File: src/rtl/spi_cmd_pkg.sv
package spi_cmd_pkg;
  localparam int unsigned FRAME_W = 16;
  localparam int unsigned CMD_W   = 4;
  localparam int unsigned MODE_W  = 8;
  localparam logic [CMD_W-1:0] CMD_SET_MODE = 4'h1;
endpackage

File: src/rtl/spi_cmd_sync.sv
module spi_cmd_sync #(
  parameter int unsigned WIDTH  = 3,
  parameter int unsigned STAGES = 2,
  parameter logic [WIDTH-1:0] RST_VAL = '0
) (
  input  logic             clk,
  input  logic             rst_n,
  input  logic [WIDTH-1:0] din,
  output logic [WIDTH-1:0] dout
);
  logic [WIDTH-1:0] stg [STAGES];

  always_ff @(posedge clk or negedge rst_n) begin
    if (!rst_n) begin
      for (int i = 0; i < STAGES; i++) stg[i] <= RST_VAL;
    end else begin
      stg[0] <= din;
      for (int i = 1; i < STAGES; i++) stg[i] <= stg[i-1];
    end
  end

  assign dout = stg[STAGES-1];
endmodule

File: src/rtl/spi_cmd_deframer.sv
module spi_cmd_deframer #(
  parameter int unsigned FRAME_W = 16
) (
  input  logic               clk,
  input  logic               rst_n,
  input  logic               sck_s,
  input  logic               mosi_s,
  input  logic               cs_n_s,
  output logic [FRAME_W-1:0] frame_word,
  output logic               frame_done
);
  localparam int unsigned CNT_W = $clog2(FRAME_W + 1);
  localparam logic [CNT_W-1:0] LAST = CNT_W'(FRAME_W - 1);
  localparam logic [CNT_W-1:0] FULL = CNT_W'(FRAME_W);

  logic             sck_prev;
  logic             sck_rise;
  logic [CNT_W-1:0] bit_cnt;

  assign sck_rise = sck_s & ~sck_prev;

  always_ff @(posedge clk or negedge rst_n) begin
    if (!rst_n) begin
      sck_prev   <= 1'b0;
      bit_cnt    <= '0;
      frame_word <= '0;
      frame_done <= 1'b0;
    end else begin
      sck_prev   <= sck_s;
      frame_done <= 1'b0;
      if (cs_n_s) begin
        bit_cnt <= '0;
      end else if (sck_rise && bit_cnt < FULL) begin
        frame_word <= {frame_word[FRAME_W-2:0], mosi_s};
        bit_cnt    <= bit_cnt + 1'b1;
        frame_done <= (bit_cnt == LAST);
      end
    end
  end

  a_r5_count_bound: assert property (@(posedge clk) disable iff (!rst_n)
    bit_cnt <= FULL);
  a_r4_cs_restarts: assert property (@(posedge clk) disable iff (!rst_n)
    cs_n_s |=> (bit_cnt == '0) && !frame_done);
  a_r5_no_shift_when_full: assert property (@(posedge clk) disable iff (!rst_n)
    (bit_cnt == FULL) |=> $stable(frame_word));
endmodule

File: src/rtl/spi_cmd_decode.sv
module spi_cmd_decode #(
  parameter int unsigned FRAME_W = 16,
  parameter int unsigned CMD_W   = 4,
  parameter int unsigned MODE_W  = 8,
  parameter logic [CMD_W-1:0] SET_CODE = 4'h1
) (
  input  logic                       clk,
  input  logic                       rst_n,
  input  logic [FRAME_W-1:0]         frame_word,
  input  logic                       frame_done,
  output logic [MODE_W-1:0]          mode_reg,
  output logic                       cmd_strobe,
  output logic [CMD_W-1:0]           cmd_code,
  output logic [FRAME_W-CMD_W-1:0]   cmd_data
);
  localparam int unsigned DATA_W = FRAME_W - CMD_W;

  logic [CMD_W-1:0]  code_in;
  logic [DATA_W-1:0] data_in;

  assign code_in = frame_word[FRAME_W-1 -: CMD_W];
  assign data_in = frame_word[DATA_W-1:0];

  always_ff @(posedge clk or negedge rst_n) begin
    if (!rst_n) begin
      mode_reg   <= '0;
      cmd_strobe <= 1'b0;
      cmd_code   <= '0;
      cmd_data   <= '0;
    end else begin
      cmd_strobe <= frame_done;
      if (frame_done) begin
        cmd_code <= code_in;
        cmd_data <= data_in;
        if (code_in == SET_CODE) mode_reg <= data_in[MODE_W-1:0];
      end
    end
  end

  a_r3_strobe_one_cycle: assert property (@(posedge clk) disable iff (!rst_n)
    cmd_strobe |=> !cmd_strobe);
  a_r8_fields_hold: assert property (@(posedge clk) disable iff (!rst_n)
    !cmd_strobe |-> $stable(cmd_code) && $stable(cmd_data));
  a_r7_mode_hold: assert property (@(posedge clk) disable iff (!rst_n)
    (!cmd_strobe || cmd_code != SET_CODE) |-> $stable(mode_reg));
  a_r6_mode_load: assert property (@(posedge clk) disable iff (!rst_n)
    (cmd_strobe && cmd_code == SET_CODE) |-> mode_reg == cmd_data[MODE_W-1:0]);
endmodule

File: src/rtl/spi_cmd_rx.sv
module spi_cmd_rx
  import spi_cmd_pkg::*;
#(
  parameter int unsigned SYNC_STAGES = 2
) (
  input  logic                        clk,
  input  logic                        rst_n,
  input  logic                        spi_sck,
  input  logic                        spi_mosi,
  input  logic                        spi_cs_n,
  output logic [MODE_W-1:0]           mode_reg,
  output logic                        cmd_strobe,
  output logic [CMD_W-1:0]            cmd_code,
  output logic [FRAME_W-CMD_W-1:0]    cmd_data
);
  logic [2:0]         pins_s;
  logic [FRAME_W-1:0] frame_word;
  logic               frame_done;

  spi_cmd_sync #(
    .WIDTH   (3),
    .STAGES  (SYNC_STAGES),
    .RST_VAL (3'b100)
  ) u_sync (
    .clk   (clk),
    .rst_n (rst_n),
    .din   ({spi_cs_n, spi_mosi, spi_sck}),
    .dout  (pins_s)
  );

  spi_cmd_deframer #(
    .FRAME_W (FRAME_W)
  ) u_deframe (
    .clk        (clk),
    .rst_n      (rst_n),
    .sck_s      (pins_s[0]),
    .mosi_s     (pins_s[1]),
    .cs_n_s     (pins_s[2]),
    .frame_word (frame_word),
    .frame_done (frame_done)
  );

  spi_cmd_decode #(
    .FRAME_W  (FRAME_W),
    .CMD_W    (CMD_W),
    .MODE_W   (MODE_W),
    .SET_CODE (CMD_SET_MODE)
  ) u_decode (
    .clk        (clk),
    .rst_n      (rst_n),
    .frame_word (frame_word),
    .frame_done (frame_done),
    .mode_reg   (mode_reg),
    .cmd_strobe (cmd_strobe),
    .cmd_code   (cmd_code),
    .cmd_data   (cmd_data)
  );
endmodule

File: config.mk
export PLATFORM = sky130hd
export DESIGN_NAME = spi_cmd_rx
export DESIGN_NICKNAME = d
export VERILOG_FILES = /design/src/rtl/spi_cmd_pkg.sv /design/src/rtl/spi_cmd_sync.sv /design/src/rtl/spi_cmd_deframer.sv /design/src/rtl/spi_cmd_decode.sv /design/src/rtl/spi_cmd_rx.sv
export SDC_FILE = /design/constraint.sdc
export NUM_CORES = 1
export LEC_CHECK = 0
export BUFFER_PORTS_ARGS = -buffer_cell sky130_fd_sc_hd__buf_2
export CORE_UTILIZATION = 30
export DETAILED_ROUTE_END_ITERATION = 12
export GPL_TIMING_DRIVEN = 0
export SYNTH_ARGS = -nofsm -noshare
export SYNTH_HDL_FRONTEND = slang
export SYNTH_SLANG_ARGS = --single-unit
File: constraint.sdc
create_clock -name clk -period 1.6 [get_ports clk]
set_input_delay 0.16 -clock clk [delete_from_list [all_inputs] [get_ports clk]]
set_output_delay 0.16 -clock clk [all_outputs]
set_load 0.03 [all_outputs]
==> summary.md, run 1 <==
| Metric | Value |
|---|---|
| Run status | `finished with violations` |
| Failing checks | `design-rule violations` |
| Setup CP Type | `reg2reg` |
| Worst-Skew Late Latency | `0.30 ns` |
| Clock Sinks | `54` |
| Placed inst area | `approximately 2300 um^2` |
| YS warnings | `0` |
| Cells after synthesis | `121` |
| Largest net degree at the start of global routing | `55` |
| Switching power share of the total | `between 20% and 30%` |
| Clock Pin Slew Worst Setup and Hold Paths | `0.10 ns` |
| Antenna Cells | `0` |
| Async set-reset flop share out of synthesis | `100%` |
| Vias | `1073` |
| Via/cell ratio | `4.49` |
| Peak VDD IR | `around 0.38 mV` |
| Slew Viols, Final | `0` |
| Leak | `1.27 nW` |
| Placed cell count | `227` |
| Vias in the first global route | `1169` |
| Top cells by count, synth | `dfrtp_1 (52), mux2_2 (32), mux2_4 (9)` |
| Gr busiest metal | `met2` |
| Place WS | `-0.00129 ns` |
| Setup TNS | `0 ns` |
| CTS root buf | `clkbuf_8` |
| Number of synthesized register bits | `54` |
| Post-synth EDFFs | `0` |
| Met3 GRT Util | `under 10%` |
| # H-tree levels | `2` |
| # DRC | `4` |
| Post-synthesis instance area | `roughly 2100 um^2` |
| First-pass GRT wire length | `5.59 mm` |
| Mean Syn Cell Area | `17.0 um^2` |
| Ranking of synthesized cells by area | `dfrtp_1 (63%), mux2_2 (18%), mux2_4 (6.6%), dfstp_2 (2.6%), ha_1 (1.2%)` |
| Layout net count | `between 150 and 200` |
| Die area | `7200 um^2` |
| Starting DRT DRC Count | `46` |
| # setup viols final | `0` |
| CP required | `1.79 ns` |
| Total grt overflow | `0` |
| Fillers | `613` |
| Final Instance Area | `2430 um^2` |
| I/O pin total | `30` |
| Area of the multi-input gates | `654 um^2` |
| Relative slew slack | `between 20 and 25%` |
| Tot GR Track Use | `9.96%` |
| Critical path startpoint category | `flop` |
| CP Data Arrival Time | `1.71 ns` |
| Hold slack | `approximately 0.085 ns` |
| Flop pwr share | `between 60 and 70%` |
| P_int | `approximately 1.9 mW` |
| Switching pwr | `610 uW` |
| Synth Net Count | `128` |
| Crit-path max FO | `10` |
| GR Layer Usage met2 | `about 17%` |
| Area of the core | `roughly 6500 um^2` |
| Least-Margin Pin Slew | `between 1 and 1.5 ns` |
| Comb pwr share | `roughly 8.0%` |
| Distinct cells, synth | `22` |
| Initial antenna violation count | `0` |
| Post-route clock period utilization | `95.0%` |
| Post-synthesis sequential area ratio | `65.8%` |
| TritonCTS clock tree | `done` |
| Hold crit path type | `in2async` |
| Total Wirelength | `3.25 mm` |
| Register area | `1350 um^2` |
| Die width | `84.8 um` |
| Clock power share | `30.0%` |
| Final hold vios | `0` |
| Global Route met1 Usage | `11.5%` |
| Max-cap viol count | `0` |
| Max clock buf depth | `2` |
| Fin Clk Skew | `roughly 0.013 ns` |
| Port buffer count | `29` |
| Min Tclk post-route | `around 1.5 ns` |
| Share of cells above drive strength 1 | `54.9%` |
| Most numerous cell in the Yosys netlist | `dfrtp_1` |
| PwrDens | `~1000 nW/um^2` |
| Peak Freq | `0.658 GHz` |
| RSZ-0062 raised after global routing | `no` |
| HPWL Detailed | `approximately 2.2 mm` |
| Routed WL per cell | `13.6 um` |
| Worst Slack Setup Final | `0.0793 ns` |
| Max FFs per register | `16` |
| Non-filler cells, final | `239` |
| Yosys top cell by area | `dfrtp_1` |
| Pre-Repair DR Iteration Count | `10` |
| Die Height | `84.8 um` |
| Most used flip-flop cell after synthesis | `dfrtp_1` |
| Area grow syn2layout | `18.1%` |
| ANT nets after route | `0` |
| Yosys top cell area share | `63.2%` |
| TritonCTS Buffers | `5` |
| Initial Utilization | `between 30% and 40%` |
| Reg2reg setup slack | `between 0.07 and 0.08 ns` |
| Final weighted congestion in routability-driven placement | `0.699` |
| Rows | `29` |
| CP Capture Type | `flop` |
| Post-CTS Resized | `0` |
stage by stage:
step	power, mW	utilization (%)
5_1_grt	2.66	37.4
2_1_floorplan	1.72	-
4_1_cts	2.57	37.4
6_report	2.54	37.4
3_3_place_gp	1.78	35.4
3_5_place_dp	1.80	35.4
cell usage in the layout, fill, tap and decap left out, types with 2 or more instances in the layout:
master,count
dfstp_2,2
clkbuf_8,5
buf_2,32
nor2_1,5
dfrtp_1,52
mux2_2,32
mux2_4,9
ha_1,2
dlygate4sd3_1,3
xnor2_1,2
routing by layer:
metal,wire length (um),up-vias
li1,-,493
met1,1440,553
met2,1600,22
met3,149,5
met4,57,0
met5,0,-
final timing paths:
| kind | endpoint | start | depth (start not counted) |
|---|---|---|---|
| min in group clk | u_sync.dout[0]$_DFF_PN0_ | u_sync.stg[3]$_DFF_PN0_ | 0 |
| worst max register to register | u_deframe.frame_word[14]$_DFFE_PN0P_ | u_deframe.bit_cnt[4]$_DFFE_PN0P_ | 5 |
| worst min register to register | u_sync.dout[0]$_DFF_PN0_ | u_sync.stg[3]$_DFF_PN0_ | 0 |
| worst max-delay path | u_deframe.frame_word[14]$_DFFE_PN0P_ | u_deframe.bit_cnt[4]$_DFFE_PN0P_ | 5 |
| max in group asynchronous | u_decode.cmd_data[5]$_DFFE_PN0P_ | rst_n | 1 |
| worst min-delay path | u_decode.cmd_code[3]$_DFFE_PN0P_ | rst_n | 1 |
critical path: stages (launching register included):
cell     delay (ns)
dfrtp_1        0.44
nor3b_4        0.22
and2b_1        0.16
buf_6          0.14
buf_12         0.15
mux2_4         0.30
repair_timing:
item / CTS / global route
hold endpoints to repair: 3 / 0
hold buffers: 3 / 0
buffers inserted: 1 / 0
setup endpoints to repair: 9 / 0
power groups by stage:
stage / sequential, mW / combinational, mW / clock (mW)
6_report: 1.57 / 0.202 / 0.762
5_1_grt: 1.60 / 0.219 / 0.841
4_1_cts: 1.57 / 0.206 / 0.794
3_5_place_dp: 1.60 / 0.197 / 0
3_3_place_gp: 1.60 / 0.189 / 0
2_1_floorplan: 1.57 / 0.152 / 0
cells by family (layout without fill, tap and decap cells):
group | after synthesis | count (layout) | synth area share, %
AOI/OAI and AO/OA | 1 | 1 | 0.243
xor gates and xnor gates | 2 | 2 | 0.851
adders and majority gates | 2 | 2 | 1.22
buffers and inverters | 6 | 47 | 2.43
DFF | 54 | 54 | 65.8
muxes | 42 | 42 | 24.6
and+or+nand+nor | 14 | 14 | 4.93
final cells by class:
cell class	count	share of cell area [%]
Multi-Input combinational cell	61	26.9
Clock inverter	3	1.03
Tap cell	77	3.96
Inverter	1	0.154
Clock buffer	5	2.83
Buffer	5	1.90
Timing Repair Buffer	33	7.51
Sequential cell	54	55.7
(Power assumes the default switching activity.)
==> inputs of run 2 (changes only) <==
Settings changed: ABC_AREA from default to 1.
==> run 2 against run 1 <==
Net effect:
- highest routed layer unchanged
- global-route usage increased by 1.9 points
- register-to-register slack improved by 0.11 ns
- sequential cell count unchanged
- largest power group unchanged
- via count increased by 33%
- the flow still finishes with violations (design-rule violations)
- clock power increased by 17%
- worst hold slack about the same
- routed wire length increased by 14%
- synthesized cell count increased by 70%
- cell count increased by 35%
- core utilization increased by 0.094 points
- critical path depth unchanged
==> summary.md, run 2 <==
| Metric | Value |
|---|---|
| Fillers | `672 (+9.6%)` |
| Post-synthesis sequential area ratio | `66.2% (+0.44 points)` |
| Yosys top cell by area | `dfrtp_1` |
| Failing checks | `design-rule violations` |
| Commonest non-fill, non-tap cell in the layout | `nand2_1` |
| Min Tclk post-route | `1.41 ns (-0.108 ns)` |
| Cells after synthesis | `206 (+70%)` |
| HPWL Detailed | `2.50 mm (+13%)` |
| Final weighted congestion in routability-driven placement | `0.686 (-1.9%)` |
| Final core utilization | `37.5% (+0.094 points)` |
| Slew Viols, Final | `0 (unchanged)` |
| Clock Pin Slew Worst Setup and Hold Paths | `0.10 ns (about the same)` |
| Rows | `29 (unchanged)` |
| CTS root buf | `clkbuf_8` |
| Clock Sinks | `54 (unchanged)` |
| Initial Utilization | `31.7% (-0.035 points)` |
| Run status | `finished with violations` |
| Relative slew slack | `21.9% (-0.63 points)` |
| Top cells by count, synth | `nand2_1 (75), dfrtp_1 (52), o21ai_0 (28)` |
| Layout net count | `252 (+50%)` |
| Die Height | `84.6 um (-0.33%)` |
| PwrDens | `1030 nW/um^2 (-1.5%)` |
| TritonCTS Buffers | `5 (unchanged)` |
| Area grow syn2layout | `18.5%` |
| Peak Freq | `0.708 GHz (+7.7%)` |
| Synth Area in XOR/XNOR | `0.428% (-0.42 points)` |
| Area of the core | `6460 um^2 (-0.56%)` |
| Mux contribution to synthesized area | `0% (-25 points)` |
| Number of synthesized register bits | `54 (unchanged)` |
| Leak | `1.27 nW (+0.36%)` |
| Antenna Cells | `0 (unchanged)` |
| Least-Margin Pin Slew | `1.17 ns (+0.00948 ns)` |
| Largest net degree at the start of global routing | `55 (unchanged)` |
| Yosys top cell area share | `63.6% (+0.43 points)` |
| Pre-Repair DR Iteration Count | `8 (-2)` |
| Post-synthesis instance area | `2040 um^2 (-0.67%)` |
| Adder-cell area share of the yosys netlist | `1.22% (+0.0082 points)` |
| First-pass GRT wire length | `6.72 mm (+20%)` |
| Hold crit path type | `in2async` |
| Most frequent cells in the layout | `nand2_1 (75), dfrtp_1 (52), buf_2 (31)` |
| Post-synth EDFFs | `0 (unchanged)` |
| Max-cap viol count | `0 (unchanged)` |
| CP Capture Type | `flop` |
| Share of cells above drive strength 1 | `19.6% (-35 points)` |
| CP required | `1.80 ns (about the same)` |
| Max FFs per register | `16 (unchanged)` |
| Setup TNS | `0 ns (unchanged)` |
| Post-synthesis simple-gate area fraction | `20.1% (+15 points)` |
| TritonCTS clock tree | `done` |
| Initial antenna violation count | `0 (unchanged)` |
| Crit-path max FO | `9 (-1)` |
| Ranking of synthesized cells by area | `dfrtp_1 (64%), nand2_1 (14%), o21ai_0 (6.9%), dfstp_2 (2.6%), inv_1 (2.6%)` |
| # setup viols final | `0 (unchanged)` |
| Async set-reset flop share out of synthesis | `100% (unchanged)` |
| Largest family of logic cells by synthesized area | `simple AND/OR/NAND/NOR gates` |
| Port buffer count | `29 (unchanged)` |
| Fin Clk Skew | `0.00789 ns (-0.00509 ns)` |
| Die area | `7150 um^2 (-0.66%)` |
| RSZ-0062 raised after global routing | `no` |
| Total grt overflow | `0 (unchanged)` |
| # DRC | `8 (+4)` |
| Starting DRT DRC Count | `114 (+150%)` |
| ANT nets after route | `0 (unchanged)` |
| YS warnings | `0 (unchanged)` |
| Via/cell ratio | `4.44 (-1.2%)` |
| Setup CP Type | `reg2reg` |
| Most used flip-flop cell after synthesis | `dfrtp_1` |
| Mean Syn Cell Area | `9.92 um^2 (-42%)` |
| CP Data Arrival Time | `1.61 ns (-0.10 ns)` |
| Critical path startpoint category | `flop` |
| Max clock buf depth | `2 (unchanged)` |
| Die width | `84.6 um (-0.33%)` |
| Most numerous cell in the Yosys netlist | `nand2_1` |
| Tot GR Track Use | `11.8% (+1.9 points)` |
| Hold slack | `0.0850 ns (+0.000245 ns)` |
| # H-tree levels | `2 (unchanged)` |
| Vias | `1429 (+33%)` |
| I/O pin total | `30 (unchanged)` |
| Routed WL per cell | `11.4 um (-16%)` |
| Total Wirelength | `3.69 mm (+14%)` |
| Vias in the first global route | `1436 (+23%)` |
| Peak VDD IR | `0.365 mV (-3.4%)` |
| Worst-Skew Late Latency | `0.30 ns (about the same)` |
| Post-synthesis compound-gate area fraction | `7.10% (+6.9 points)` |
| Distinct cells, synth | `20 (-9.1%)` |
| Post-route clock period utilization | `88.3% (-6.8 points)` |
| Synth Net Count | `213 (+66%)` |
| Final hold vios | `0 (unchanged)` |
run 2: cell types whose count changed after synthesis, sizes merged, moves of 2 or more:
| cell | change |
|---|---|
| inv | +15 |
| mux2 | -41 |
| nand2 | +76 |
| nand3 | +11 |
| nor2 | +4 |
| o21ai | +28 |
| xnor2 | -2 |
run 2: report_power, final:
part	internal (mW)	switching [mW]	leakage, nW
clock	0.461	0.434	0.0542
sequential	1.43	0.0522	0.730
combinational	0.0376	0.0781	0.490
run 2: worst max-delay path: stages (launching register included):
cell,delay (ns)
dfrtp_1,0.51
inv_2,0.16
nor3_4,0.35
nand2_4,0.14
nand2_1,0.09
nand2_1,0.05
run 2: through the flow:
| step | power [mW] | cells | setup slack, ns | instance area [um^2] |
|---|---|---|---|---|
| global route | 2.62 | 322 | 0.0112 | 2420 |
| detailed placement | 1.62 | 312 | 0.168 | 2290 |
| CTS | 2.53 | 322 | 0.155 | 2420 |
| global placement | 1.62 | 312 | 0.172 | 2290 |
| floorplan | 1.56 | 206 | 0.348 | 2040 |
| finish | 2.49 | 322 | 0.188 | 2420 |
run 2: cell type report:
cell class                 instances  area, um^2  area share (%)
clock inverter                     2        38.8            1.60
multi-input combinational        130         591            24.4
inverter                          16        60.1            2.48
sequential                        54        1350            55.9
buffer                             6        40.0            1.65
timing repair buffer              32         175            7.23
tap                               77        96.3            3.98
clock buffer                       5        68.8            2.84
run 2: cell families after synthesis:
| logic type | count (synthesis) |
|---|---|
| adder cells (fa/ha/maj) | 2 |
| XOR/XNOR | 1 |
| AND/OR/NAND/NOR | 98 |
| AO/OA/AOI/OAI | 29 |
| flip-flops | 54 |
| buffers and inverters | 22 |
run 2: timing repair:
item                                   4_1_cts  5_1_grt
resized for setup                            0        0
endpoints found under the hold margin        3        0
setup buffers                                0        0
hold buffers                                 3        0
run 2: layer usage:
metal	global-route usage (%)	part of all wire (%)
met5	0	0
met4	3.24	1.0
met3	4.13	4.0
met2	18.6	45
met1	15.6	50
run 2: path summary, 6_finish.rpt:
kind	slack, ns	end	cells past startpoint	startpoint
max	0.19	u_decode.mode_reg[1]$_DFFE_PN0P_	5	u_deframe.frame_done$_DFF_PN0_
min	0.08	u_decode.cmd_code[2]$_DFFE_PN0P_	1	rst_n
max reg2reg	0.19	u_decode.mode_reg[1]$_DFFE_PN0P_	5	u_deframe.frame_done$_DFF_PN0_
min reg2reg	0.36	u_sync.dout[0]$_DFF_PN0_	0	u_sync.stg[3]$_DFF_PN0_
max in group asynchronous	0.80	u_sync.dout[1]$_DFF_PN0_	1	rst_n
min in group clk	0.36	u_sync.dout[0]$_DFF_PN0_	0	u_sync.stg[3]$_DFF_PN0_
